[src/rtl/i2ct_pkg.sv]
package i2ct_pkg;
  localparam int AW = 3;
  localparam int DW = 8;
  localparam int DIVW = 5;

  localparam logic [AW-1:0] RA_OWN  = 3'd0;
  localparam logic [AW-1:0] RA_CLK  = 3'd1;
  localparam logic [AW-1:0] RA_STAT = 3'd2;
  localparam logic [AW-1:0] RA_CTRL = 3'd3;
  localparam logic [AW-1:0] RA_DATA = 3'd4;

  localparam int CTL_EN_BIT  = 3;
  localparam int CK_ACK_BIT  = 7;
  localparam int CK_FAST_BIT = 5;

  localparam logic [3:0] CMD_START = 4'hF;
  localparam logic [3:0] CMD_STOP  = 4'hD;

  typedef enum logic [2:0] {
    EN_IDLE,
    EN_START,
    EN_BIT,
    EN_HOLD,
    EN_STOP
  } eng_state_t;
endpackage

[src/rtl/i2ct_qtick.sv]
module i2ct_qtick #(
  parameter int PRE_STD  = 4,
  parameter int PRE_FAST = 1
) (
  input  logic                     clk,
  input  logic                     rst_n,
  input  logic                     run,
  input  logic [i2ct_pkg::DIVW-1:0] div,
  input  logic                     fast,
  output logic                     tick
);
  localparam int PRE_MAX = (PRE_STD > PRE_FAST) ? PRE_STD : PRE_FAST;
  localparam int QW = $clog2((1 << i2ct_pkg::DIVW) * PRE_MAX + 1);

  logic [QW-1:0] qlen;
  logic [QW-1:0] cnt_q;

  // quarter SCL period in system clocks
  always_comb qlen = QW'((int'(div) + 1) * (fast ? PRE_FAST : PRE_STD));

  assign tick = run && (cnt_q == qlen - QW'(1));

  always_ff @(posedge clk or negedge rst_n) begin
    if (!rst_n)            cnt_q <= '0;
    else if (!run || tick) cnt_q <= '0;
    else                   cnt_q <= cnt_q + QW'(1);
  end

  // the quarter counter never passes its limit while running
  p_cnt_bound_r4: assert property (@(posedge clk) disable iff (!rst_n)
    run |-> (cnt_q < qlen));
endmodule

[src/rtl/i2ct_txeng.sv]
module i2ct_txeng (
  input  logic                   clk,
  input  logic                   rst_n,
  input  logic                   tick,
  input  logic                   go_start,
  input  logic                   go_byte,
  input  logic                   stop_arm,
  input  logic                   ack_en,
  input  logic [i2ct_pkg::DW-1:0] tx_byte,
  input  logic                   sda_in,
  output logic                   scl_oe,
  output logic                   sda_oe,
  output logic                   run,
  output logic                   busy,
  output logic                   hold,
  output logic                   byte_done,
  output logic                   lrb
);
  import i2ct_pkg::*;

  eng_state_t     st_q;
  logic [1:0]     ph_q;
  logic [3:0]     bitn_q;
  logic [DW-1:0]  sh_q;
  logic           scl_oe_q, sda_oe_q, lrb_q, done_q;
  logic           ack_slot, last;

  assign ack_slot = (bitn_q == 4'd8);
  assign last     = ack_en ? (bitn_q == 4'd8) : (bitn_q == 4'd7);

  always_ff @(posedge clk or negedge rst_n) begin
    if (!rst_n) begin
      st_q     <= EN_IDLE;
      ph_q     <= '0;
      bitn_q   <= '0;
      sh_q     <= '0;
      scl_oe_q <= 1'b0;
      sda_oe_q <= 1'b0;
      lrb_q    <= 1'b0;
      done_q   <= 1'b0;
    end else begin
      done_q <= 1'b0;
      case (st_q)
        EN_IDLE: begin
          if (go_start) begin
            st_q     <= EN_START;
            ph_q     <= '0;
            sda_oe_q <= 1'b1;
            sh_q     <= tx_byte;
            bitn_q   <= '0;
            lrb_q    <= 1'b0;
          end
        end
        EN_START: begin
          if (tick) begin
            if (ph_q == 2'd1) begin
              scl_oe_q <= 1'b1;
              st_q     <= EN_BIT;
              ph_q     <= '0;
            end else begin
              ph_q <= ph_q + 2'd1;
            end
          end
        end
        EN_BIT: begin
          if (tick) begin
            ph_q <= ph_q + 2'd1;
            case (ph_q)
              2'd0: sda_oe_q <= ack_slot ? 1'b0 : ~sh_q[DW-1];
              2'd1: scl_oe_q <= 1'b0;
              2'd2: if (ack_slot) lrb_q <= sda_in;
              default: begin
                scl_oe_q <= 1'b1;
                if (last) begin
                  done_q <= 1'b1;
                  if ((ack_en && lrb_q) || stop_arm) begin
                    st_q     <= EN_STOP;
                    sda_oe_q <= 1'b1;
                  end else begin
                    st_q <= EN_HOLD;
                  end
                end else begin
                  bitn_q <= bitn_q + 4'd1;
                  sh_q   <= {sh_q[DW-2:0], 1'b0};
                end
              end
            endcase
          end
        end
        EN_HOLD: begin
          if (stop_arm) begin
            st_q     <= EN_STOP;
            ph_q     <= '0;
            sda_oe_q <= 1'b1;
          end else if (go_byte) begin
            st_q   <= EN_BIT;
            ph_q   <= '0;
            sh_q   <= tx_byte;
            bitn_q <= '0;
            lrb_q  <= 1'b0;
          end
        end
        EN_STOP: begin
          if (tick) begin
            ph_q <= ph_q + 2'd1;
            case (ph_q)
              2'd0: scl_oe_q <= 1'b0;
              2'd1: sda_oe_q <= 1'b0;
              2'd3: st_q <= EN_IDLE;
              default: ;
            endcase
          end
        end
        default: st_q <= EN_IDLE;
      endcase
    end
  end

  assign scl_oe    = scl_oe_q;
  assign sda_oe    = sda_oe_q;
  assign run       = (st_q == EN_START) || (st_q == EN_BIT) || (st_q == EN_STOP);
  assign busy      = (st_q != EN_IDLE);
  assign hold      = (st_q == EN_HOLD);
  assign byte_done = done_q;
  assign lrb       = lrb_q;

  // while the START is shaped, SDA is pulled and SCL is released
  p_start_shape_r2: assert property (@(posedge clk) disable iff (!rst_n)
    (st_q == EN_START) |-> (sda_oe_q && !scl_oe_q));

  // SDA holds still while SCL is high inside a byte
  p_sda_steady_r3: assert property (@(posedge clk) disable iff (!rst_n)
    (st_q == EN_BIT && $past(st_q) == EN_BIT && !scl_oe_q) |-> $stable(sda_oe_q));

  // the end-of-byte strobe lasts one cycle
  p_done_pulse_r5: assert property (@(posedge clk) disable iff (!rst_n)
    done_q |=> !done_q);

  // a missing acknowledge leads straight into STOP
  p_nack_stop_r6: assert property (@(posedge clk) disable iff (!rst_n)
    (done_q && ack_en && lrb_q) |-> (st_q == EN_STOP));
endmodule

[src/rtl/i2ct_regs.sv]
module i2ct_regs (
  input  logic                      clk,
  input  logic                      rst_n,
  input  logic                      wr_valid,
  output logic                      wr_ready,
  input  logic [i2ct_pkg::AW-1:0]   wr_addr,
  input  logic [i2ct_pkg::DW-1:0]   wr_data,
  input  logic [i2ct_pkg::AW-1:0]   rd_addr,
  output logic [i2ct_pkg::DW-1:0]   rd_data,
  input  logic                      run,
  input  logic                      busy,
  input  logic                      hold,
  input  logic                      byte_done,
  input  logic                      lrb,
  output logic                      go_start,
  output logic                      go_byte,
  output logic                      stop_arm,
  output logic [i2ct_pkg::DW-1:0]   tx_byte,
  output logic [i2ct_pkg::DIVW-1:0] div,
  output logic                      fast,
  output logic                      ack_en
);
  import i2ct_pkg::*;

  logic [DW-1:0] own_q, clk_q, ctrl_q, data_q;
  logic          mst_q, trx_q, pend_q, arm_q;
  logic          wr_fire, stop_cmd;

  assign wr_ready = !run;
  assign wr_fire  = wr_valid && wr_ready;
  assign go_start = wr_fire && (wr_addr == RA_STAT) && (wr_data[7:4] == CMD_START)
                    && ctrl_q[CTL_EN_BIT] && !busy;
  assign go_byte  = wr_fire && (wr_addr == RA_DATA) && hold;
  assign stop_cmd = wr_fire && (wr_addr == RA_STAT) && (wr_data[7:4] == CMD_STOP) && busy;
  assign tx_byte  = go_byte ? wr_data : data_q;
  assign stop_arm = arm_q;
  assign div      = clk_q[DIVW-1:0];
  assign fast     = clk_q[CK_FAST_BIT];
  assign ack_en   = clk_q[CK_ACK_BIT];

  always_ff @(posedge clk or negedge rst_n) begin
    if (!rst_n) begin
      own_q  <= '0;
      clk_q  <= '0;
      ctrl_q <= '0;
      data_q <= '0;
      mst_q  <= 1'b0;
      trx_q  <= 1'b0;
    end else if (wr_fire) begin
      case (wr_addr)
        RA_OWN:  own_q  <= wr_data;
        RA_CLK:  clk_q  <= wr_data;
        RA_CTRL: ctrl_q <= wr_data;
        RA_DATA: data_q <= wr_data;
        RA_STAT: begin
          mst_q <= wr_data[7];
          trx_q <= wr_data[6];
        end
        default: ;
      endcase
    end
  end

  always_ff @(posedge clk or negedge rst_n) begin
    if (!rst_n)                    pend_q <= 1'b0;
    else if (go_start || go_byte)  pend_q <= 1'b1;
    else if (byte_done)            pend_q <= 1'b0;
  end

  always_ff @(posedge clk or negedge rst_n) begin
    if (!rst_n)        arm_q <= 1'b0;
    else if (stop_cmd) arm_q <= 1'b1;
    else if (!busy)    arm_q <= 1'b0;
  end

  always_comb begin
    case (rd_addr)
      RA_OWN:  rd_data = own_q;
      RA_CLK:  rd_data = clk_q;
      RA_STAT: rd_data = {mst_q, trx_q, busy, pend_q, 3'b000, lrb};
      RA_CTRL: rd_data = ctrl_q;
      RA_DATA: rd_data = data_q;
      default: rd_data = '0;
    endcase
  end

  // the end of a byte clears pending unless a new byte is launched
  p_pend_clear_r5: assert property (@(posedge clk) disable iff (!rst_n)
    (byte_done && !go_byte) |=> !pend_q);

  // the bus only becomes busy while the interface is enabled
  p_start_needs_en_r8: assert property (@(posedge clk) disable iff (!rst_n)
    $rose(busy) |-> ctrl_q[CTL_EN_BIT]);

  // an armed stop moves the engine out of the held state
  p_stop_leaves_hold_r7: assert property (@(posedge clk) disable iff (!rst_n)
    (arm_q && hold) |=> !hold);
endmodule

[src/rtl/i2ct_master_tx.sv]
module i2ct_master_tx #(
  parameter int PRE_STD  = 4,
  parameter int PRE_FAST = 1
) (
  input  logic       clk,
  input  logic       rst_n,
  input  logic       wr_valid,
  output logic       wr_ready,
  input  logic [2:0] wr_addr,
  input  logic [7:0] wr_data,
  input  logic [2:0] rd_addr,
  output logic [7:0] rd_data,
  output logic       irq,
  output logic       scl_oe,
  output logic       sda_oe,
  input  logic       sda_in
);
  import i2ct_pkg::*;

  logic            tick, run, busy, hold, byte_done, lrb;
  logic            go_start, go_byte, stop_arm, fast, ack_en;
  logic [DW-1:0]   tx_byte;
  logic [DIVW-1:0] div;

  i2ct_regs u_regs (
    .clk      (clk),
    .rst_n    (rst_n),
    .wr_valid (wr_valid),
    .wr_ready (wr_ready),
    .wr_addr  (wr_addr),
    .wr_data  (wr_data),
    .rd_addr  (rd_addr),
    .rd_data  (rd_data),
    .run      (run),
    .busy     (busy),
    .hold     (hold),
    .byte_done(byte_done),
    .lrb      (lrb),
    .go_start (go_start),
    .go_byte  (go_byte),
    .stop_arm (stop_arm),
    .tx_byte  (tx_byte),
    .div      (div),
    .fast     (fast),
    .ack_en   (ack_en)
  );

  i2ct_qtick #(.PRE_STD(PRE_STD), .PRE_FAST(PRE_FAST)) u_tick (
    .clk  (clk),
    .rst_n(rst_n),
    .run  (run),
    .div  (div),
    .fast (fast),
    .tick (tick)
  );

  i2ct_txeng u_eng (
    .clk      (clk),
    .rst_n    (rst_n),
    .tick     (tick),
    .go_start (go_start),
    .go_byte  (go_byte),
    .stop_arm (stop_arm),
    .ack_en   (ack_en),
    .tx_byte  (tx_byte),
    .sda_in   (sda_in),
    .scl_oe   (scl_oe),
    .sda_oe   (sda_oe),
    .run      (run),
    .busy     (busy),
    .hold     (hold),
    .byte_done(byte_done),
    .lrb      (lrb)
  );

  assign irq = byte_done;
endmodule

[config.mk]
export PLATFORM = sky130hd
export DESIGN_NAME = i2ct_master_tx
export DESIGN_NICKNAME = d
export VERILOG_FILES = /design/src/rtl/i2ct_pkg.sv /design/src/rtl/i2ct_qtick.sv /design/src/rtl/i2ct_txeng.sv /design/src/rtl/i2ct_regs.sv /design/src/rtl/i2ct_master_tx.sv
export SDC_FILE = /design/constraint.sdc
export NUM_CORES = 1
export LEC_CHECK = 0
export BUFFER_PORTS_ARGS = -buffer_cell sky130_fd_sc_hd__buf_4
export CAP_MARGIN = 10
export CELL_PAD_IN_SITES_DETAIL_PLACEMENT = 2
export CELL_PAD_IN_SITES_GLOBAL_PLACEMENT = 2
export CORE_MARGIN = 5
export CORE_UTILIZATION = 43
export CTS_CLUSTER_SIZE = 20
export DETAILED_ROUTE_END_ITERATION = 8
export PLACE_DENSITY_LB_ADDON = 0.1
export REMOVE_ABC_BUFFERS = 1
export SYNTH_ARGS = -nofsm -noshare
export SYNTH_HDL_FRONTEND = slang
export SYNTH_SLANG_ARGS = --single-unit
[constraint.sdc]
create_clock -name clk -period 5.55 [get_ports clk]
set_input_delay 0.8325 -clock clk [delete_from_list [all_inputs] [get_ports clk]]
set_output_delay 0.8325 -clock clk [all_outputs]
set_load 0.005 [all_outputs]
==> results of run 1 <==
-- layout make-up --
cell class,count,area [µm²]
clock buffers,9,124
clock inverters,7,103
fillers,1024,4890
inverters,19,71.3
multi-input cells,318,2420
flip-flops and latches,65,1630
well taps,133,166
repair buffers,32,240
-- cells in the mapped netlist (12+ instances only) --
master and count:
ha_1 20, clkbuf_1 13, nor2_1 30, inv_1 19, dfrtp_1 65, o21ai_0 23, nand2_1 35, mux2_2 38
nand3_1 12, xnor2_1 18, a21oi_1 16, mux2i_1 15
-- how the worst max path moves through the flow --
| stage | cells after the start | slack (ns) | from | endpoint |
|---|---|---|---|---|
| after floorplan | 14 | 1.27 | u_regs.clk_q[0] | u_eng.st_q[1] |
| final | 16 | 0.72 | u_regs.clk_q[0] | u_eng.sh_q[6] |
| after detailed placement | 16 | 0.87 | u_regs.clk_q[0] | u_eng.sh_q[3] |
| after global placement | 15 | 1.09 | u_regs.clk_q[0] | u_eng.sh_q[3] |
| after global routing | 16 | 0.53 | u_regs.clk_q[0] | u_eng.sh_q[5] |
| after CTS | 16 | 0.73 | u_regs.clk_q[0] | u_eng.sh_q[1] |
-- stage by stage --
stage	instance area, µm²	setup slack [ns]
floorplan	4110	1.27
global placement	4520	1.09
detailed placement	4520	0.868
CTS	4750	0.733
global route	4750	0.525
finish	4750	0.724
-- logic make-up (layout without fill, tap and decap cells) --
| kind of cell | after synthesis | after routing |
|---|---|---|
| xor+xnor | 26 | 26 |
| fa+ha+maj | 23 | 23 |
| simple gates | 126 | 126 |
| mux | 61 | 61 |
| buf+inv | 38 | 67 |
| compound gates | 82 | 82 |
| flops | 65 | 65 |
-- layer usage --
| metal | track usage (%) | wire, µm | up-vias | share of wire (%) |
|---|---|---|---|---|
| met4 | 6.04 | 153 | 0 | 1.2 |
| li1 | - | - | 1535 | - |
| met2 | 41.4 | 6540 | 40 | 52 |
| met3 | 3.79 | 298 | 13 | 2.4 |
| met1 | 27.6 | 5480 | 1731 | 44 |
| met5 | 0 | 0 | - | 0 |
-- flip-flops by register name (all words and copies together) (netlist names), 2 cells and up --
| register | count |
|---|---|
| u_eng.bitn_q | 4 |
| u_regs.clk_q | 8 |
| u_regs.data_q | 8 |
| u_tick.cnt_q | 8 |
| u_regs.ctrl_q | 8 |
| u_eng.st_q | 3 |
| u_regs.own_q | 8 |
| u_eng.ph_q | 2 |
| u_eng.sh_q | 8 |
-- power groups by stage --
stage	clock network [mW]	registers (mW)	logic [mW]
after floorplan	0	0.784	1.31
after global placement	0	0.836	1.64
after detailed placement	0	0.851	1.74
after CTS	0.485	0.846	1.79
after global routing	0.508	0.875	1.95
final	0.473	0.849	1.76
-- cells in the final DEF (no fill, tap or decap), drive strengths merged, types with 4 or more instances in the layout --
cell type,netlist,layout
mux2,46,46
a22oi,9,9
nand2b,5,5
clkbuf,13,9
nor3,4,4
nor2b,9,9
o211ai,4,4
inv,19,20
xnor2,18,18
xor2,8,8
nor2,31,31
nand2,35,35
or2,6,6
o22ai,4,4
nand3,12,12
o21ai,23,23
mux2i,15,15
dfrtp,65,65
a21oi,16,16
and2,4,4
nand4,5,5
a31oi,5,5
buf,6,32
ha,20,20
==> results.py, run 1 <==
metrics = {
    "route": {
        "avgRoutedWirePerCell_um": 21.4,
        "drt.antenna.violating_nets": 0,
        "drtIter0Drc": 111,
        "drc": 0,
        "viasPerCell": 5.69,
        "dr.pass1.iters": 4,
        "wl_mm": 12.5,
        "dr_total_vias": 3319,
    },
    "timing": {
        "setup_viol": 0,
        "relSlewSlack_pct": 35.7,
        "grt_setup_unrepaired": "no",
        "period_share_pct": 87.0,
        "tightest_slew_ns": 0.961,
        "finalHoldViolations": 0,
        "hold_slack_ns": 0.501,
        "fin_worst_skew_ns": 0.00893,
        "setup_tns_ns": 0,
        "period_minus_slack_ns": 4.83,
        "fmax_mhz": 207,
        "drv_slew": 0,
    },
    "clocking": {
        "cts_tree": "built",
        "post_cts_buffers": 0,
        "cts.repair.resized": 0,
        "clkSinkCount": 65,
        "clk_latency_ns": 0.36,
        "cts-hold-fix-buffers": 0,
        "cts_buffers": 9,
        "cts-root-buf": "clkbuf_8",
        "cts_max_path_buffers": 2,
        "htreeDepth": 3,
        "clk_pin_slew_ns": 0.08,
    },
    "grt": {
        "grt_pass1_vias": 3827,
        "grt_max_degree": 66,
        "track_usage_pct": 22.7,
        "grt_pass1_wl_mm": 20.6,
        "overflow": 0,
        "antenna_found_initial": 0,
    },
    "yosys": {
        "yosysTopAreaCellShare_pct": 38.7,
        "synth_top_family_by_area": "multiplexers",
        "synthMuxAreaShare_pct": 16.6,
        "synth.distinct_cells": 52,
        "synth-xor-area-share_pct": 5.42,
        "yosys.area.top_type": "dfrtp_1",
        "synth_adder_area_share_pct": 7.38,
        "synth_cells": 421,
        "async_flop_share_pct": 100,
        "synth-simple-area-share_pct": 15.6,
        "synth_compound_area_share_pct": 12.5,
        "syn_area_per_cell_um2": 9.99,
        "synthTopCellsByArea": "dfrtp_1, mux2_2, ha_1",
        "ys_seq_area_share_pct": 38.7,
        "ys.flop_type": "dfrtp_1",
        "ys_seq_elements": 65,
        "synth-edff-count": 0,
        "yosys_warnings": 0,
        "syn_area_um2": 4200,
    },
    "place": {
        "port_buffers": 29,
        "dpl.hpwl_mm": 8.86,
        "routabilityCongestion": 0.781,
        "numPlacedInstances": 567,
    },
    "floorplanning": {
        "fp.dieH_um": 109,
        "initial_core_util_pct": 43.6,
        "fp.dieArea_um2": 11900,
        "io_pins": 30,
        "core_um2": 9640,
        "num_rows": 36,
        "die_w_um": 109,
    },
    "finish": {
        "area_growth_pct": 12.9,
        "nNetsFinal": 486,
        "instances_no_fill": 583,
        "final_util_pct": 49.2,
        "drive_gt1_share_pct": 23.6,
        "diodes": 0,
    },
    "setup_path": {
        "cp_cell_sequence": "ha_1 > xor2_1 > nand2b_1 > ha_1 > inv_1 > fa_1 > inv_1 > ha_1 > or4_1 > a31oi_1 > xnor2_1 > nand4_2 > nor2_2 > buf_4 > o211a_1 > mux2_4",
        "critPathCaptureType": "register",
        "rr_startpoint": "u_regs.clk_q[0]",
        "reg2reg_to": "u_eng.sh_q[6]",
        "critPathSlowestCell": "dfrtp_1",
        "crit_buf_inv": 3,
        "rr_worst_depth": 16,
        "cpLargestDelayFamily": "adder cells",
        "reg2reg_slack_ns": 0.72,
        "cp_slowest_stage_delay_ns": 0.60,
        "path_common_cell": "ha_1",
        "arrival_ns": 5.07,
        "crit_type": "reg2reg",
        "cp-start-kind": "register",
        "crit_required_ns": 5.80,
        "crit_fanout": 12,
    },
    "power": {
        "cellPowerDensity_nw_per_um2": 650,
        "power_leakage_nw": 2.15,
        "switching_share_pct": 43.5,
        "p_seq_share_pct": 27.5,
        "internal-power_mw": 1.74,
        "p_comb_share_pct": 57.1,
        "ir_drop_v": 0.000273,
        "p_sw_mw": 1.34,
        "power_mw": 3.08,
        "power.share.clock_pct": 15.3,
    },
    "worst_hold_path": {
        "worstHoldStart": "u_eng.sda_oe",
        "whs_endpoint": "u_eng.sda_oe",
        "hold_path.class": "reg2reg",
        "hold_depth": 1,
    },
    "run": {
        "cap_violations": 0,
    },
    "status": {
        "status": "finished, final reports clean",
    },
}
(Power assumes the default switching activity.)
==> run 2: changes to the inputs <==
Settings changed: CELL_PAD_IN_SITES_DETAIL_PLACEMENT 2 to 0, CELL_PAD_IN_SITES_GLOBAL_PLACEMENT 2 to 1, CORE_UTILIZATION 43 to 52.
==> results.py, run 2 (synthesis results as in run 1) <==
metrics = {
    "route": {
        "drc": 0,
        "drt.antenna.violating_nets": 0,
        "wl_mm": 9.51,
        "viasPerCell": 5.74,
        "dr_total_vias": 3171,
        "dr.pass1.iters": 4,
        "avgRoutedWirePerCell_um": 17.2,
        "drtIter0Drc": 131,
    },
    "setup_path": {
        "rr_startpoint": "u_regs.clk_q[0]",
        "critPathSlowestCell": "dfrtp_1",
        "cp_slowest_stage_delay_ns": 0.56,
        "crit_required_ns": 5.78,
        "cp_cell_sequence": "ha_1 > xor2_1 > nand2b_1 > ha_1 > inv_1 > fa_1 > inv_1 > ha_1 > or4_1 > a31oi_1 > xnor2_1 > nand4_2 > nor2_2 > buf_4 > o211a_1 > mux2_4",
        "cpLargestDelayFamily": "adder cells",
        "crit_buf_inv": 3,
        "crit_fanout": 12,
        "arrival_ns": 4.80,
        "crit_start": "u_regs.clk_q[0]",
        "rr_worst_depth": 16,
        "cp-start-kind": "register",
        "endpoint": "u_eng.sh_q[0]",
        "path_common_cell": "ha_1",
        "critPathCaptureType": "register",
        "reg2reg_slack_ns": 0.97,
        "crit_type": "reg2reg",
        "cp_num_cells": 16,
        "reg2reg_to": "u_eng.sh_q[0]",
    },
    "timing": {
        "setup_viol": 0,
        "period_share_pct": 82.4,
        "fin_worst_skew_ns": 0.0114,
        "period_minus_slack_ns": 4.58,
        "hold_slack_ns": 0.511,
        "setup_tns_ns": 0,
        "tightest_slew_ns": 0.832,
        "grt_setup_unrepaired": "no",
        "relSlewSlack_pct": 44.5,
        "finalHoldViolations": 0,
        "drv_slew": 0,
        "fmax_mhz": 219,
    },
    "place": {
        "port_buffers": 29,
        "routabilityCongestion": 0.851,
        "dpl.hpwl_mm": 6.82,
    },
    "clocking": {
        "cts-root-buf": "clkbuf_8",
        "htreeDepth": 3,
        "clk_latency_ns": 0.34,
        "clkSinkCount": 65,
        "cts_max_path_buffers": 2,
        "cts_tree": "built",
        "cts-hold-fix-buffers": 0,
        "clk_pin_slew_ns": 0.08,
        "cts.repair.resized": 0,
        "cts_buffers": 9,
        "post_cts_buffers": 0,
    },
    "grt": {
        "overflow": 0,
        "grt_pass1_vias": 3222,
        "grt_max_degree": 66,
        "grtUsageMet2_pct": 31.9,
        "grt_use_met3_pct": 3.13,
        "met1_usage_pct": 28.0,
        "top_usage_layer": "met2",
        "antenna_found_initial": 0,
        "track_usage_pct": 20.1,
        "grt_pass1_wl_mm": 16.0,
    },
    "floorplanning": {
        "io_pins": 30,
        "die_w_um": 99.9,
        "initial_core_util_pct": 53.8,
        "core_um2": 7810,
        "fp.dieArea_um2": 9980,
        "fp.dieH_um": 99.9,
        "num_rows": 32,
    },
    "power": {
        "power_leakage_nw": 2.16,
        "power_mw": 2.97,
        "ir_drop_v": 0.000264,
        "cellPowerDensity_nw_per_um2": 628,
    },
    "finish": {
        "final_cell_mix": "dfrtp_1, mux2_2, nand2_1, buf_4, nor2_1",
        "layout_commonest_cell": "dfrtp_1",
        "final_util_pct": 60.4,
        "area_growth_pct": 12.3,
        "diodes": 0,
        "nNetsFinal": 486,
        "drive_gt1_share_pct": 23.6,
    },
    "run": {
        "cap_violations": 0,
    },
    "worst_hold_path": {
        "hold_path.class": "reg2reg",
    },
    "status": {
        "status": "finished, final reports clean",
    },
}
==> run 2: changes by cell type in the layout (fill, tap and decap cells not counted), sizes merged <==
cell and change:
clkbuf +2, clkinv -1, clkinvlp -1
==> run 2: layer usage <==
layer	vias to the layer above	part of all wire (%)
met4	0	1.5
met3	14	3.9
met1	1548	47
li1	1538	-
met2	71	47
met5	-	0
==> run 2: worst min path at each step <==
stage / from / end / slack (ns) / depth (start not counted)
6_report: u_regs.trx_q / u_regs.trx_q / 0.51 / 1
5_1_grt: u_regs.ctrl_q[1] / u_regs.ctrl_q[1] / 0.51 / 1
4_1_cts: u_regs.ctrl_q[1] / u_regs.ctrl_q[1] / 0.51 / 1
3_5_place_dp: u_eng.sda_oe / u_eng.sda_oe / 0.49 / 1
3_3_place_gp: u_eng.sda_oe / u_eng.sda_oe / 0.48 / 1
2_1_floorplan: u_regs.ctrl_q[0] / u_regs.ctrl_q[0] / 0.47 / 1
==> run 2: cell type report <==
cell class | instances | area [µm²]
Clock buffer | 11 | 151
Fill cell | 683 | 3090
Timing Repair Buffer | 32 | 240
Inverter | 19 | 71.3
Multi-Input combinational cell | 318 | 2420
Tap cell | 102 | 128
Sequential cell | 65 | 1630
Clock inverter | 5 | 86.3
==> run 2: report_power, final <==
group          switching, mW  internal, mW  total (mW)
Clock                  0.201         0.281       0.481
Combinational          0.823         0.825        1.65
Sequential             0.184         0.652       0.836
==> run 2: worst register-to-register path: cells and delay by family, from the launching register on <==
kind / cells / cell delay, ns
flops: 1 / 0.56
mux: 1 / 0.35
simple gates: 4 / 0.87
xor+xnor: 2 / 0.36
buf+inv: 3 / 0.29
compound gates: 2 / 0.73
fa+ha+maj: 4 / 1.31
==> run 2: stage by stage <==
step | instances | worst slack (ns) | instance area (µm²)
after CTS | 552 | 0.972 | 4720
after global placement | 536 | 1.14 | 4480
after detailed placement | 536 | 1.02 | 4480
final | 552 | 0.974 | 4720
after floorplan | 402 | 1.27 | 4110
after global routing | 552 | 0.715 | 4720
==> run 3: changes to the inputs <==
Settings changed: CORE_UTILIZATION 52 to 48.
Clock period 5.55 ns to 4.7 ns, I/O delays scaled along.
==> results.py, run 3 (synthesis results as in run 1) <==
metrics = {
    "floorplanning": {
        "fp.dieArea_um2": 10700,
        "core_um2": 8640,
        "io_pins": 30,
        "fp.dieH_um": 104,
        "num_rows": 34,
        "initial_core_util_pct": 48.7,
        "die_w_um": 104,
    },
    "finish": {
        "drive_gt1_share_pct": 23.7,
        "nFillCells": 816,
        "nNetsFinal": 488,
        "final_cell_mix": "dfrtp_1, mux2_2, nand2_1, buf_4, nor2_1",
        "layout_commonest_cell": "dfrtp_1",
        "seq_area_um2": 1630,
        "final_util_pct": 54.7,
        "diodes": 0,
        "area_growth_pct": 12.3,
        "multiInputGateArea_um2": 2420,
    },
    "setup_path": {
        "crit_buf_inv": 2,
        "arrival_ns": 4.55,
        "crit_required_ns": 4.92,
        "crit_type": "reg2reg",
        "critPathSlowestCell": "fa_1",
        "critPathCaptureType": "register",
        "cp_cell_sequence": "ha_1 > nor2b_1 > ha_1 > inv_1 > fa_1 > inv_1 > ha_1 > or4_1 > a31oi_1 > xnor2_1 > nand4_2 > nor2_2 > o211a_1 > mux2_4",
        "path_common_cell": "ha_1",
        "cp_slowest_stage_delay_ns": 0.53,
        "crit_fanout": 10,
        "cpLargestDelayFamily": "adder cells",
        "cp-start-kind": "register",
    },
    "grt": {
        "grt_pass1_vias": 3272,
        "overflow": 0,
        "grt_pass1_wl_mm": 16.7,
        "antenna_found_initial": 0,
        "grt_max_degree": 66,
        "track_usage_pct": 19.0,
    },
    "clocking": {
        "clkSinkCount": 65,
        "cts-hold-fix-buffers": 0,
        "cts_tree": "built",
        "clk_pin_slew_ns": 0.08,
        "cts_max_path_buffers": 2,
        "cts-root-buf": "clkbuf_8",
        "htreeDepth": 3,
        "cts.repair.resized": 0,
        "clk_latency_ns": 0.35,
        "cts_buffers": 9,
        "post_cts_buffers": 0,
    },
    "power": {
        "cellPowerDensity_nw_per_um2": 734,
        "power_mw": 3.46,
        "power_leakage_nw": 2.16,
        "ir_drop_v": 0.000358,
    },
    "route": {
        "dr_total_vias": 3138,
        "dr.pass1.iters": 4,
        "drc": 0,
        "wl_mm": 9.70,
        "avgRoutedWirePerCell_um": 17.4,
        "drt.antenna.violating_nets": 0,
        "viasPerCell": 5.61,
        "drtIter0Drc": 149,
    },
    "place": {
        "port_buffers": 29,
        "routabilityCongestion": 0.865,
        "dpl.hpwl_mm": 7.07,
    },
    "timing": {
        "fmax_mhz": 231,
        "period_share_pct": 92.0,
        "grt_setup_unrepaired": "no",
        "fin_worst_skew_ns": 0.0169,
        "period_minus_slack_ns": 4.32,
        "relSlewSlack_pct": 44.0,
        "finalHoldViolations": 0,
        "setup_viol": 0,
        "setup_tns_ns": 0,
        "tightest_slew_ns": 0.840,
        "drv_slew": 0,
    },
    "status": {
        "status": "finished, final reports clean",
    },
    "run": {
        "cap_violations": 0,
    },
    "worst_hold_path": {
        "hold_path.class": "in2async",
    },
}
run 3: final cells by class:
cell class,count,share of cell area (%)
tap,108,2.86
inverter,19,1.51
sequential,65,34.5
multi-input combinational,318,51.2
clock inverter,6,1.94
clock buffer,9,2.62
timing repair buffer,34,5.41
run 3: routing by layer:
metal	vias up	wire length (µm)	track usage [%]
met4	0	111	6.56
met3	8	207	3.17
li1	1553	-	-
met2	25	4560	29.9
met5	-	0	0
met1	1552	4820	26.5
run 3: worst paths after layout:
| kind | from | endpoint | slack (ns) | cells past startpoint |
|---|---|---|---|---|
| worst max-delay path | u_regs.clk_q[1] | u_eng.sh_q[4] | 0.38 | 14 |
| worst min-delay path | rst_n | u_regs.mst_q | 0.46 | 1 |
| worst max register to register | u_regs.clk_q[1] | u_eng.sh_q[4] | 0.38 | 14 |
| worst min register to register | u_eng.sda_oe | u_eng.sda_oe | 0.50 | 1 |
| max in group asynchronous | rst_n | u_eng.sda_oe | 3.69 | 1 |
| min in group clk | u_eng.sda_oe | u_eng.sda_oe | 0.50 | 1 |
run 3: report_power, final:
part	switching, mW	internal [mW]
clock network	0.233	0.299
logic	0.975	0.979
registers	0.209	0.770
run 3: per-stage QoR:
stage               instances  hold WS [ns]  worst slack [ns]  cell area [µm²]
floorplan                 402         0.409             0.418             4110
global placement          544         0.481             0.487             4500
detailed placement        544         0.482             0.395             4500
CTS                       559         0.485             0.383             4720
global route              559         0.518            0.0996             4720
finish                    559         0.458             0.376             4720
